$ cat src/rtl/utx_pkg.sv
package utx_pkg;

  typedef enum logic {
    ST_IDLE = 1'b0,
    ST_SEND = 1'b1
  } tx_state_e;

  localparam int FRAME_W    = 12;
  localparam int TICKS_PER_BIT = 16;

  function automatic logic calc_parity(input logic [7:0] d,
                                       input logic [1:0] len,
                                       input logic       even,
                                       input logic       stick);
    logic [7:0] msk;
    msk = 8'hFF >> (2'd3 - len);
    if (stick) return ~even;
    return even ? (^(d & msk)) : (~^(d & msk));
  endfunction

endpackage

$ cat src/rtl/utx_baud_gen.sv
module utx_baud_gen #(
  parameter int DIV_W = 8
) (
  input  logic             clk,
  input  logic             rst_n,
  input  logic [DIV_W-1:0] div_m1,
  output logic             tick
);

  logic [DIV_W-1:0] cnt_q, cnt_d;

  always_comb begin
    tick  = (cnt_q >= div_m1);
    cnt_d = tick ? '0 : cnt_q + 1'b1;
  end

  always_ff @(posedge clk or negedge rst_n) begin
    if (!rst_n) cnt_q <= '0;
    else        cnt_q <= cnt_d;
  end

  // with a nonzero divisor a tick is never followed directly by another
  p_tick_gap_r1: assert property (@(posedge clk) disable iff (!rst_n)
    (tick && div_m1 != '0 && $stable(div_m1)) |=> (!tick || div_m1 == '0));

endmodule

$ cat src/rtl/utx_fifo.sv
module utx_fifo #(
  parameter int DEPTH = 4
) (
  input  logic                         clk,
  input  logic                         rst_n,
  input  logic                         flush,
  input  logic                         push_req,
  input  logic [7:0]                   wr_data,
  input  logic                         pop,
  output logic [7:0]                   rd_data,
  output logic [$clog2(DEPTH+1)-1:0]   count,
  output logic                         empty
);

  localparam int CW = $clog2(DEPTH + 1);
  localparam int AW = (DEPTH > 1) ? $clog2(DEPTH) : 1;
  localparam logic [AW-1:0] LAST = AW'(DEPTH - 1);

  logic [7:0]    mem [DEPTH];
  logic [AW-1:0] wp_q, wp_d, rp_q, rp_d;
  logic [CW-1:0] cnt_q, cnt_d;
  logic          do_push, do_pop;

  always_comb begin
    do_push = push_req && (cnt_q != CW'(DEPTH)) && !flush;
    do_pop  = pop && (cnt_q != '0) && !flush;
    wp_d  = wp_q;
    rp_d  = rp_q;
    cnt_d = cnt_q;
    if (flush) begin
      wp_d  = '0;
      rp_d  = '0;
      cnt_d = '0;
    end else begin
      if (do_push) wp_d = (wp_q == LAST) ? '0 : wp_q + 1'b1;
      if (do_pop)  rp_d = (rp_q == LAST) ? '0 : rp_q + 1'b1;
      cnt_d = cnt_q + CW'(do_push) - CW'(do_pop);
    end
  end

  always_ff @(posedge clk or negedge rst_n) begin
    if (!rst_n) begin
      wp_q  <= '0;
      rp_q  <= '0;
      cnt_q <= '0;
    end else begin
      wp_q  <= wp_d;
      rp_q  <= rp_d;
      cnt_q <= cnt_d;
    end
  end

  always_ff @(posedge clk) begin
    if (do_push) mem[wp_q] <= wr_data;
  end

  assign rd_data = mem[rp_q];
  assign count   = cnt_q;
  assign empty   = (cnt_q == '0);

  p_count_bound_r10: assert property (@(posedge clk) disable iff (!rst_n)
    cnt_q <= CW'(DEPTH));

  p_full_hold_r10: assert property (@(posedge clk) disable iff (!rst_n)
    (cnt_q == CW'(DEPTH) && push_req && !pop && !flush) |=> (cnt_q == CW'(DEPTH)));

  p_flush_clears_r9: assert property (@(posedge clk) disable iff (!rst_n)
    flush |=> (cnt_q == '0));

endmodule

$ cat src/rtl/utx_shifter.sv
module utx_shifter
  import utx_pkg::*;
(
  input  logic       clk,
  input  logic       rst_n,
  input  logic       tick,
  input  logic       can_start,
  input  logic [7:0] data,
  input  logic [1:0] len_code,
  input  logic       two_stop,
  input  logic       par_en,
  input  logic       par_even,
  input  logic       par_stick,
  output logic       start,
  output logic       busy,
  output logic       line
);

  localparam int LW = $clog2(FRAME_W + 1);

  tx_state_e          state_q, state_d;
  logic [FRAME_W-1:0] frame_q, frame_d, load_frame;
  logic [LW-1:0]      left_q, left_d, load_len;
  logic [3:0]         sub_q, sub_d;
  logic [3:0]         n_data;
  logic               pbit;

  // frame image built from the head byte and the current configuration
  always_comb begin
    n_data     = 4'd5 + {2'b00, len_code};
    pbit       = calc_parity(data, len_code, par_even, par_stick);
    load_frame = '1;
    load_frame[0] = 1'b0;
    for (int i = 0; i < 8; i++) begin
      if (4'(i) < n_data) load_frame[1+i] = data[i];
    end
    if (par_en) load_frame[4'd1 + n_data] = pbit;
    load_len = LW'(n_data) + LW'(2) + LW'(par_en) + LW'(two_stop);
  end

  always_comb begin
    state_d = state_q;
    frame_d = frame_q;
    left_d  = left_q;
    sub_d   = sub_q;
    start   = 1'b0;
    case (state_q)
      ST_IDLE: begin
        if (can_start) begin
          start   = 1'b1;
          state_d = ST_SEND;
          frame_d = load_frame;
          left_d  = load_len;
          sub_d   = '0;
        end
      end
      ST_SEND: begin
        if (tick) begin
          if (sub_q == 4'(TICKS_PER_BIT - 1)) begin
            sub_d   = '0;
            frame_d = {1'b1, frame_q[FRAME_W-1:1]};
            left_d  = left_q - 1'b1;
            if (left_q == LW'(1)) state_d = ST_IDLE;
          end else begin
            sub_d = sub_q + 1'b1;
          end
        end
      end
      default: state_d = ST_IDLE;
    endcase
  end

  always_ff @(posedge clk or negedge rst_n) begin
    if (!rst_n) begin
      state_q <= ST_IDLE;
      frame_q <= '1;
      left_q  <= '0;
      sub_q   <= '0;
    end else begin
      state_q <= state_d;
      frame_q <= frame_d;
      left_q  <= left_d;
      sub_q   <= sub_d;
    end
  end

  assign busy = (state_q == ST_SEND);
  assign line = busy ? frame_q[0] : 1'b1;

  p_start_low_r2: assert property (@(posedge clk) disable iff (!rst_n)
    (!busy && can_start) |=> (busy && !line));

  p_idle_high_r13: assert property (@(posedge clk) disable iff (!rst_n)
    !busy |-> line);

  p_bit_hold_r1: assert property (@(posedge clk) disable iff (!rst_n)
    (busy && !tick) |=> (busy && $stable(line)));

endmodule

$ cat src/rtl/uart_frame_tx.sv
module uart_frame_tx #(
  parameter int DEPTH = 4,
  parameter int DIV_W = 8
) (
  input  logic                       clk,
  input  logic                       rst_n,
  input  logic                       wr_en,
  input  logic [7:0]                 wr_data,
  input  logic                       tx_enable,
  input  logic                       flush,
  input  logic [DIV_W-1:0]           div_m1,
  input  logic [1:0]                 len_code,
  input  logic                       two_stop,
  input  logic                       par_en,
  input  logic                       par_even,
  input  logic                       par_stick,
  input  logic                       brk,
  input  logic                       loop_en,
  input  logic                       cts_flow,
  input  logic                       cts,
  output logic                       txd,
  output logic                       loop_txd,
  output logic [$clog2(DEPTH+1)-1:0] buf_count,
  output logic                       tx_empty
);

  logic       tick, fifo_empty, can_start, start, busy, line, tx_raw;
  logic [7:0] head;

  utx_baud_gen #(.DIV_W(DIV_W)) u_baud (
    .clk    (clk),
    .rst_n  (rst_n),
    .div_m1 (div_m1),
    .tick   (tick)
  );

  utx_fifo #(.DEPTH(DEPTH)) u_fifo (
    .clk      (clk),
    .rst_n    (rst_n),
    .flush    (flush),
    .push_req (wr_en),
    .wr_data  (wr_data),
    .pop      (start),
    .rd_data  (head),
    .count    (buf_count),
    .empty    (fifo_empty)
  );

  assign can_start = !fifo_empty && tx_enable && (!cts_flow || cts) && !flush;

  utx_shifter u_shift (
    .clk       (clk),
    .rst_n     (rst_n),
    .tick      (tick),
    .can_start (can_start),
    .data      (head),
    .len_code  (len_code),
    .two_stop  (two_stop),
    .par_en    (par_en),
    .par_even  (par_even),
    .par_stick (par_stick),
    .start     (start),
    .busy      (busy),
    .line      (line)
  );

  assign tx_raw   = brk ? 1'b0 : line;
  assign txd      = loop_en ? 1'b1 : tx_raw;
  assign loop_txd = loop_en ? tx_raw : 1'b1;
  assign tx_empty = fifo_empty && !busy;

  p_cts_gate_r7: assert property (@(posedge clk) disable iff (!rst_n)
    (!busy && cts_flow && !cts) |=> !busy);

  p_enable_gate_r8: assert property (@(posedge clk) disable iff (!rst_n)
    (!busy && !tx_enable) |=> !busy);

  p_empty_r11: assert property (@(posedge clk) disable iff (!rst_n)
    tx_empty |-> (buf_count == '0));

  p_break_low_r6: assert property (@(posedge clk) disable iff (!rst_n)
    (brk && !loop_en) |-> !txd);

endmodule

$ cat config.mk
export PLATFORM = sky130hd
export DESIGN_NAME = uart_frame_tx
export DESIGN_NICKNAME = d
export VERILOG_FILES = /design/src/rtl/utx_pkg.sv /design/src/rtl/utx_baud_gen.sv /design/src/rtl/utx_fifo.sv /design/src/rtl/utx_shifter.sv /design/src/rtl/uart_frame_tx.sv
export SDC_FILE = /design/constraint.sdc
export NUM_CORES = 1
export LEC_CHECK = 0
export ABC_AREA = 1
export BUFFER_PORTS_ARGS = -buffer_cell sky130_fd_sc_hd__clkbuf_2
export CAP_MARGIN = 10
export CORE_UTILIZATION = 50
export DETAILED_ROUTE_END_ITERATION = 8
export PLACE_DENSITY = 0.69
export SYNTH_ARGS = -nofsm -noshare
export SYNTH_HDL_FRONTEND = slang
export SYNTH_SLANG_ARGS = --single-unit
$ cat constraint.sdc
create_clock -name clk -period 5.9 [get_ports clk]
set_clock_uncertainty 0.05 [all_clocks]
set_input_delay 1.18 -clock clk [delete_from_list [all_inputs] [get_ports clk]]
set_output_delay 1.18 -clock clk [all_outputs]
set_load 0.01 [all_outputs]
==> flow_summary.ini, run 1 <==
[pwr]
p_leak_uw = 0.00215
ir_drop_mv = 0.185
power_density_mw_per_mm2 = 367

[clocking]
cts.path.max_buffers = 2
cts_resized = 0
cts_tree = done
cts-root-buf = clkbuf_8
cts_buffers = 9
clk_latency_ps = 340
cts_sinks = 68
cts_hold_buf = 0
postCtsSetupRepairBufs = 0
clk_pin_slew_ps = 70
cts-htree-levels = 3

[layout]
stdcell_area_sq_mm = 0.00440
nets = 564
finalNonFillerCells = 609
n_antenna_cell = 0
area_growth_pct = 10.5
drive_above_1_share_pct = 16.8

[setup_path]
r2r_slack_ps = 2660
cp.arrival_ps = 3820
worstSetupPathType = in2reg
crit_start = div_m1[3]
rr_startpoint = u_shift.busy$_DFF_PN0_
critPathCaptureType = flip-flop
reg2reg_depth = 7
required_ps = 6120
worst_setup_path_start_kind = input pin
r2r_end = u_shift.frame_q[4]$_DFFE_PN1P_
worst-path-max-fanout = 20
crit_path_end = u_shift.frame_q[4]$_DFFE_PN1P_

[sta]
hold_viol = 0
rsz0062_at_grt = no
drv_slew = 0
setup_viol = 0
slew_headroom_pct = 40.9
setup_tns_ps = 0
fmax_mhz = 278
finalCritPeriodShare_pct = 61.0
period_needed_ps = 3600
tightestPinTransition_ps = 887

[synth]
syn_nets = 530
syn_area_sq_mm = 0.00398
syn-instance-count = 468
yosysUniqueCellTypes = 41
synth_ff_type = edfxtp_1
synth.ff_latch_count = 68
synth.avg_cell_area_sq_um = 8.51
yosys_warnings = 0
async_flop_share_pct = 52.9
synth_edf_count = 32
ys_seq_area_share_pct = 47.1

[global_routing]
grt_pass1_wl_mm = 13.2
grt-ovfl-total = 0
grt_pass1_vias = 2903
gr-usage-all-layers_pct = 20.1
grt_antenna_before_repair = 0
grt_max_degree = 37

[place]
place_congestion = 0.826
dp_hpwl_mm = 5.47
dpl.cell_count = 593
place_area_sq_mm = 0.00421
io_buffer_count = 36

[detailed_routing]
wl_per_cell_um = 12.3
drc = 0
routed_via_density = 4.97
drt-total-wl_mm = 7.50
drt_iter0_markers = 167
vias = 3029
ant_nets = 0
firstDrtPassIters = 4

[floorplanning]
die_w_um = 91.3
num_rows = 32
die_h_um = 91.3
core_area_sq_mm = 0.00773
io_pins = 37
start_util_pct = 51.6
dieArea_sq_mm = 0.00833

[run_status]
status = finished, final reports clean

[worst_hold_path]
hp-class = reg2reg

[flow_run]
maxCapViolCount = 0
kinds of logic (layout without fill, tap and decap cells):
family / count (synthesis) / in the layout / share of synthesized area [%]
compound gates: 52 / 52 / 7.48
xor+xnor: 8 / 8 / 1.76
fa+ha+maj: 31 / 31 / 10.1
buf+inv: 75 / 114 / 7.98
flops: 68 / 68 / 47.1
simple gates: 234 / 234 / 25.6
where the power goes:
group	total, uW	internal [uW]	leakage, uW	switching, uW
clock	371	195	0.0000959	175
sequential	746	642	0.000724	104
combinational	501	200	0.00133	302
total	1620	1040	0.00215	581
cell usage in the layout (no fill, tap or decap), types with 6 or more instances in the layout:
cell type and n:
dfstp_2 12, inv_1 58, nand2_1 148, clkbuf_2 36, xor2_1 6, nand3_2 6, o21ai_0 22, dfrtp_1 24
ha_1 29, a21oi_1 16, clkbuf_8 9, nor2_1 28, nand3_1 27, nand2_2 9, edfxtp_1 32
layer usage:
layer	track usage, %	vias to the layer above	share of wire (%)
met1	24.4	1400	45
met5	0	-	0
met2	35.4	43	51
met4	5.82	0	1.1
met3	4.69	12	3.0
li1	-	1574	-
registers in the layout (all words and copies together), names as in the netlist, 2 cells and up:
| register | flops |
|---|---|
| u_fifo.mem | 32 |
| u_fifo.rp_q | 2 |
| u_fifo.wp_q | 2 |
| u_shift.left_q | 4 |
| u_shift.frame_q | 12 |
| u_baud.cnt_q | 8 |
| u_shift.sub_q | 4 |
| u_fifo.count | 3 |
stage by stage:
step	power (uW)	util (%)	hold WS (ps)	worst slack, ps
after floorplan	1120	-	396	3020
after global placement	1230	54.5	410	2010
after detailed placement	1260	54.5	410	1900
after CTS	1630	57.0	422	2260
after global routing	1750	57.0	434	1950
final	1620	57.0	422	2300
Yosys cell counts (2+ instances only):
| cell | instances | area share [%] |
|---|---|---|
| a21boi_2 | 2 | 0.57 |
| a21oi_1 | 16 | 2.0 |
| buf_2 | 4 | 0.50 |
| buf_6 | 2 | 0.57 |
| clkbuf_1 | 6 | 0.57 |
| dfrtp_1 | 24 | 15 |
| dfstp_2 | 12 | 7.9 |
| edfxtp_1 | 32 | 24 |
| fa_1 | 2 | 1.0 |
| ha_1 | 29 | 9.1 |
| inv_1 | 58 | 5.5 |
| inv_2 | 2 | 0.19 |
| nand2_1 | 148 | 14 |
| nand2_2 | 9 | 1.4 |
| nand3_1 | 27 | 3.4 |
| nand3_2 | 6 | 1.5 |
| nand3b_1 | 2 | 0.38 |
| nand4_1 | 3 | 0.47 |
| nor2_1 | 28 | 2.6 |
| nor3_1 | 3 | 0.38 |
| nor3b_1 | 2 | 0.38 |
| o211ai_1 | 2 | 0.38 |
| o21ai_0 | 22 | 2.8 |
| o21ai_1 | 3 | 0.38 |
| or2_2 | 2 | 0.31 |
| xnor2_1 | 2 | 0.44 |
| xor2_1 | 6 | 1.3 |
final cells by class:
type / instances / area [sq um]
tap: 102 / 128
multi-input combinational: 325 / 1790
clock buffer: 10 / 128
timing repair buffer: 36 / 180
sequential: 68 / 1880
clock inverter: 6 / 63.8
inverter: 62 / 238
fill: 697 / 3320
how the worst min path moves through the flow:
| stage | startpoint | endpoint | slack [ps] | depth (start not counted) |
|---|---|---|---|---|
| 6_report | u_shift.frame_q[11]$_DFFE_PN1P_ | u_shift.frame_q[11]$_DFFE_PN1P_ | 420 | 2 |
| 5_1_grt | u_shift.frame_q[11]$_DFFE_PN1P_ | u_shift.frame_q[11]$_DFFE_PN1P_ | 430 | 2 |
| 4_1_cts | u_shift.frame_q[11]$_DFFE_PN1P_ | u_shift.frame_q[11]$_DFFE_PN1P_ | 420 | 2 |
| 3_5_place_dp | u_shift.frame_q[11]$_DFFE_PN1P_ | u_shift.frame_q[11]$_DFFE_PN1P_ | 410 | 2 |
| 3_3_place_gp | u_shift.frame_q[11]$_DFFE_PN1P_ | u_shift.frame_q[11]$_DFFE_PN1P_ | 410 | 2 |
| 2_1_floorplan | u_shift.frame_q[11]$_DFFE_PN1P_ | u_shift.frame_q[11]$_DFFE_PN1P_ | 400 | 2 |
worst max-delay path: stages:
cell and delay (ps):
clkbuf_2 70, inv_1 30, ha_1 290, a21oi_1 140, o21ai_0 100, nand2_1 60
o2111ai_1 370, nand2_1 210, nand2_1 110, nand2_1 440, inv_1 310, or2_2 340
a21boi_2 150
No activity file was read; power rests on OpenSTA's default activity.
==> run 2: changes to the inputs <==
--- a/config.mk
+++ b/config.mk
@@ -10,7 +10,7 @@
 export CAP_MARGIN = 10
 export CORE_UTILIZATION = 50
 export DETAILED_ROUTE_END_ITERATION = 8
-export PLACE_DENSITY = 0.69
+export PLACE_DENSITY = 0.72
 export SYNTH_ARGS = -nofsm -noshare
 export SYNTH_HDL_FRONTEND = slang
 export SYNTH_SLANG_ARGS = --single-unit
==> constraint.sdc (replaced) <==
create_clock -name clk -period 3.05 [get_ports clk]
set_clock_uncertainty 0.05 [all_clocks]
set_input_delay 0.61 -clock clk [delete_from_list [all_inputs] [get_ports clk]]
set_output_delay 0.61 -clock clk [all_outputs]
set_load 0.01 [all_outputs]
==> flow_summary.ini, run 2 (synthesis results as in run 1) <==
[setup_path]
r2r_end = u_fifo.count[2]$_DFF_PN0_
cp_num_buf_inv = 3
critPathCaptureType = flip-flop
rr_startpoint = u_fifo.count[1]$_DFF_PN0_
worstSetupPathType = reg2reg
worst_setup_path_start_kind = flip-flop
crit_path_top_delay_cell = dfrtp_1
reg2reg_depth = 11
required_ps = 3280
cp_slowest_stage_delay_ps = 470
crit_family = adder cells
r2r_slack_ps = 760
cp.arrival_ps = 2520
crit_top_cell = inv_1
crit_chain = nor2_1, a221oi_1, nand2_1, inv_1, ha_1, inv_1, ha_1, inv_1, fa_1, xor2_1, nor2_1
worst-path-max-fanout = 6

[layout]
n_antenna_cell = 0
num-fill-cells = 688
largest_reg_flops = 32
area_growth_pct = 12.8
drive_above_1_share_pct = 19.0
final_common_cell = nand2_1
nets = 574
reg_top3 = u_fifo.mem (32), u_shift.frame_q (12), u_baud.cnt_q (8)
mostFrequentLayoutCells = 148 x nand2_1, 58 x inv_1, 36 x clkbuf_2
regMostFlops = u_fifo.mem

[global_routing]
grt_pass1_wl_mm = 12.7
gr-usage-all-layers_pct = 19.4
grt_antenna_before_repair = 0
grt_max_degree = 37
grt_pass1_vias = 2868
grt-ovfl-total = 0

[clocking]
cts_tree = done
cts_sinks = 68
cts-htree-levels = 3
cts_hold_buf = 0
postCtsSetupRepairBufs = 0
cts-root-buf = clkbuf_8
cts_resized = 0
clk_latency_ps = 360
cts_buffers = 9
clk_pin_slew_ps = 80
cts.path.max_buffers = 2

[detailed_routing]
drt_iter0_markers = 127
drt-total-wl_mm = 7.46
routed_via_density = 4.95
wl_per_cell_um = 12.1
ant_nets = 0
vias = 3064
firstDrtPassIters = 4
drc = 0

[sta]
slew_headroom_pct = 40.4
setup_viol = 0
period_needed_ps = 2290
rsz0062_at_grt = no
drv_slew = 0
tightestPinTransition_ps = 894
hold_viol = 0
whs_ps = 317
fmax_mhz = 437
finalCritPeriodShare_pct = 75.0
setup_tns_ps = 0

[pwr]
ir_drop_mv = 0.405
p_leak_uw = 0.00221
power_density_mw_per_mm2 = 717

[place]
place_congestion = 0.805
dp_hpwl_mm = 5.36
io_buffer_count = 36

[floorplanning]
core_area_sq_mm = 0.00773
io_pins = 37
dieArea_sq_mm = 0.00833
die_w_um = 91.3
start_util_pct = 51.6
num_rows = 32
die_h_um = 91.3

[run_status]
status = finished, final reports clean

[flow_run]
maxCapViolCount = 0

[worst_hold_path]
hp-class = in2async
==> run 2: per-layer routing <==
| layer | wire length, um | GRT usage, % | share of wire (%) |
|---|---|---|---|
| met1 | 3430 | 23.4 | 46 |
| met2 | 3700 | 34.2 | 50 |
| met3 | 203 | 4.27 | 2.7 |
| met4 | 136 | 6.75 | 1.8 |
| met5 | 0 | 0 | 0 |
==> run 2: worst reg2reg max path, cell delays in order, from the launching register on <==
cell and delay, ps:
dfrtp_1 470, nor2_1 80, a221oi_1 250, nand2_1 170, inv_1 120, ha_1 230
inv_1 50, ha_1 130, inv_1 50, fa_1 370, xor2_1 160, nor2_1 90
==> run 2: stage by stage <==
step | area [sq um] | instances | util (%) | setup WS, ps | power (uW)
final | 4490 | 619 | 58.1 | 762 | 3220
after global routing | 4490 | 619 | 58.1 | 544 | 3460
after CTS | 4490 | 619 | 58.1 | 728 | 3250
after detailed placement | 4290 | 603 | 55.5 | 451 | 2460
after global placement | 4290 | 603 | 55.5 | 514 | 2410
after floorplan | 3980 | 468 | - | 739 | 2170
==> run 2: area by class of cell <==
| class | instances | area [sq um] | share of cell area [%] |
|---|---|---|---|
| sequential | 68 | 1880 | 41.8 |
| multi-input combinational | 325 | 1790 | 39.8 |
| timing repair buffer | 46 | 255 | 5.68 |
| inverter | 62 | 238 | 5.29 |
| tap | 102 | 128 | 2.84 |
| clock buffer | 9 | 124 | 2.76 |
| clock inverter | 7 | 82.6 | 1.84 |
==> run 2: power by group <==
part | leakage (uW) | switching [uW] | internal [uW] | total, uW
Clock | 0.0000984 | 392 | 390 | 782
Sequential | 0.000724 | 158 | 1240 | 1400
Combinational | 0.00139 | 626 | 415 | 1040
==> run 2: worst max-delay path by stage <==
stage,start,to,slack [ps],depth (start not counted)
global route,u_fifo.count[1]$_DFF_PN0_,u_fifo.count[2]$_DFF_PN0_,540,11
floorplan,flush,u_fifo.count[2]$_DFF_PN0_,740,12
global placement,flush,u_fifo.count[2]$_DFF_PN0_,510,13
CTS,u_fifo.count[1]$_DFF_PN0_,u_fifo.count[2]$_DFF_PN0_,730,11
finish,u_fifo.count[1]$_DFF_PN0_,u_fifo.count[2]$_DFF_PN0_,760,11
detailed placement,flush,u_fifo.count[2]$_DFF_PN0_,450,13
==> run 3: changes to the inputs <==
--- a/config.mk
+++ b/config.mk
@@ -5,7 +5,7 @@
 export SDC_FILE = /design/constraint.sdc
 export NUM_CORES = 1
 export LEC_CHECK = 0
-export ABC_AREA = 1
+export ABC_AREA = 0
 export BUFFER_PORTS_ARGS = -buffer_cell sky130_fd_sc_hd__clkbuf_2
 export CAP_MARGIN = 10
 export CORE_UTILIZATION = 50
==> constraint.sdc (replaced) <==
create_clock -name clk -period 1.85 [get_ports clk]
set_clock_uncertainty 0.05 [all_clocks]
set_input_delay 0.37 -clock clk [delete_from_list [all_inputs] [get_ports clk]]
set_output_delay 0.37 -clock clk [all_outputs]
set_load 0.01 [all_outputs]
==> flow_summary.ini, run 3 <==
[layout]
final_common_cell = buf_4
mostFrequentLayoutCells = 45 x buf_4, 35 x clkbuf_2, 32 x edfxtp_1
area_growth_pct = 38.1
n_antenna_cell = 0
drive_above_1_share_pct = 44.5
largest_reg_flops = 32
regMostFlops = u_fifo.mem
nets = 488
finalNonFillerCells = 530
reg_top3 = u_fifo.mem (32), u_shift.frame_q (12), u_baud.cnt_q (8)

[sta]
tightestPinTransition_ps = 474
period_needed_ps = 2760
fmax_mhz = 363
drv_slew = 0
fin_ws_ps = -908
slew_headroom_pct = 68.4
rsz0062_at_grt = yes
setup_viol = 31
finalCritPeriodShare_pct = 149
hold_viol = 0

[floorplanning]
die_w_um = 88.2
num_rows = 31
io_pins = 37
start_util_pct = 51.5
core_area_sq_mm = 0.00721
die_h_um = 88.2
dieArea_sq_mm = 0.00777

[global_routing]
grt_max_degree = 25
grt_antenna_before_repair = 0
grt_pass1_wl_mm = 12.9
grt_pass1_vias = 2782
grt-ovfl-total = 0
gr-usage-all-layers_pct = 22.2

[synth]
yosys_warnings = 0
yosys.area.top_type = edfxtp_1
synth_most_common_cell = edfxtp_1
ys_seq_area_share_pct = 50.6
yosysUniqueCellTypes = 50
async_flop_share_pct = 52.9
synth_top_area_share_pct = 25.9
synth_edf_count = 32
synth.avg_cell_area_sq_um = 11.4
synth.ff_latch_count = 68
syn_nets = 387
synthTopCellsByArea = edfxtp_1 26%, dfrtp_1 16%, ha_1 9.8%
synth_common_cells = 32 x edfxtp_1, 29 x ha_1, 29 x nor2_1
syn_area_sq_mm = 0.00371
synth_ff_type = edfxtp_1
syn-instance-count = 325

[detailed_routing]
routed_via_density = 5.24
drc = 0
firstDrtPassIters = 4
drt_iter0_markers = 161
drt-total-wl_mm = 8.09
vias = 2779
wl_per_cell_um = 15.3
ant_nets = 0

[clocking]
cts.path.max_buffers = 2
cts_sinks = 68
cts_tree = done
cts_buffers = 9
cts-root-buf = clkbuf_8
cts-htree-levels = 3
clk_latency_ps = 350
clk_pin_slew_ps = 90

[place]
dpl.cell_count = 504
pre_cts_slack_ps = -931
place_congestion = 0.821
io_buffer_count = 36
dp_hpwl_mm = 5.60

[setup_path]
worstSetupPathType = reg2reg
worst_setup_path_start_kind = flip-flop
critPathCaptureType = flip-flop
cp.arrival_ps = 2990
worst-path-max-fanout = 6
required_ps = 2080

[run_status]
violations = negative setup slack
status = complete, but fails checks

[worst_hold_path]
hp-class = in2reg

[pwr]
ir_drop_mv = 0.626
power_density_mw_per_mm2 = 1230
p_leak_uw = 0.00221

[flow_run]
maxCapViolCount = 0
## run 3: cell types whose count changed after synthesis, sizes merged, moves of 5 or more
| cell | before | now |
|---|---|---|
| mux2i | 0 | 9 |
| inv | 61 | 25 |
| mux4 | 0 | 8 |
| and2 | 0 | 8 |
| nor2b | 0 | 5 |
| o21ai | 25 | 17 |
| nand2 | 158 | 23 |
| nand3 | 33 | 12 |
| xor2 | 6 | 11 |
## run 3: final timing paths
| kind | from | endpoint | slack [ps] | cells past startpoint |
|---|---|---|---|---|
| hold reg to reg | u_shift.frame_q[0]$_DFFE_PN1P_ | u_shift.frame_q[0]$_DFFE_PN1P_ | 430 | 2 |
| setup / recovery | u_fifo.rp_q[0]$_DFFE_PN0P_ | u_shift.frame_q[10]$_DFFE_PN1P_ | -910 | 9 |
| min in group asynchronous | rst_n | u_fifo.rp_q[0]$_DFFE_PN0P_ | 460 | 2 |
| setup reg to reg | u_fifo.rp_q[0]$_DFFE_PN0P_ | u_shift.frame_q[10]$_DFFE_PN1P_ | -910 | 9 |
| max in group asynchronous | rst_n | u_shift.frame_q[8]$_DFFE_PN1P_ | 730 | 3 |
| hold / removal | wr_data[4] | u_fifo.mem[0][4]$_DFFE_PP_ | 180 | 1 |
## run 3: area by class of cell
type / instances / area [sq um]
fill: 519 / 2090
multi-input combinational: 221 / 2000
sequential: 68 / 1880
timing repair buffer: 101 / 825
clock buffer: 9 / 124
tap: 99 / 124
inverter: 25 / 93.8
clock inverter: 7 / 81.3
## run 3: kinds of logic (layout without fill, tap and decap cells)
family          Yosys count  in the layout  share of synthesized area [%]
flops                    68             68                           50.6
compound gates           61             61                           10.6
fa+ha+maj                31             31                           10.9
simple gates             95             95                           12.2
mux                      17             17                           7.48
buf+inv                  36            142                           3.91
xor+xnor                 17             17                           4.38
## run 3: per-layer routing
layer | share of wire, % | global-route usage (%) | wire length, um
met5 | 0 | 0 | 0
met4 | 0.98 | 6.16 | 79
met3 | 2.8 | 4.52 | 227
met2 | 52 | 37.6 | 4170
met1 | 45 | 29.1 | 3610
## run 3: critical path, cell delays in order, from the launching register on
cell and delay (ps):
dfrtp_1 430, buf_6 170, mux4_2 510, nand2_1 100, xor2_1 200, xnor3_1 370
or3_4 380, a21boi_4 180, nand3_1 90, a22o_1 200
## run 3: metrics by stage
| step | TNS (ps) | util (%) | instance area [sq um] | hold slack, ps | total power [uW] |
|---|---|---|---|---|---|
| after floorplan | -8300 | - | 3810 | 24.4 | 3370 |
| after global placement | -13680 | 62.8 | 4530 | 298 | 4230 |
| after detailed placement | -15000 | 62.8 | 4530 | 300 | 4290 |
| after CTS | -11010 | 68.4 | 4930 | 179 | 5890 |
| after global routing | -16530 | 71.1 | 5130 | 179 | 6700 |
| final | -13310 | 71.1 | 5130 | 182 | 6310 |
## run 3: where the power goes
part           leakage (uW)  internal (uW)  total, uW  switching (uW)
clock              0.000101            641       1270             629
combinational       0.00140           1460       2910            1440
sequential         0.000718           1950       2140             190
total               0.00221           4050       6310            2260
## run 3: what timing repair did
item,in CTS,in global routing
hold endpoints to repair,16,0
buffers inserted,5,5
hold buffers,1,0
pin swaps,23,17
gates resized for setup,41,38
endpoints found under the setup margin,32,55
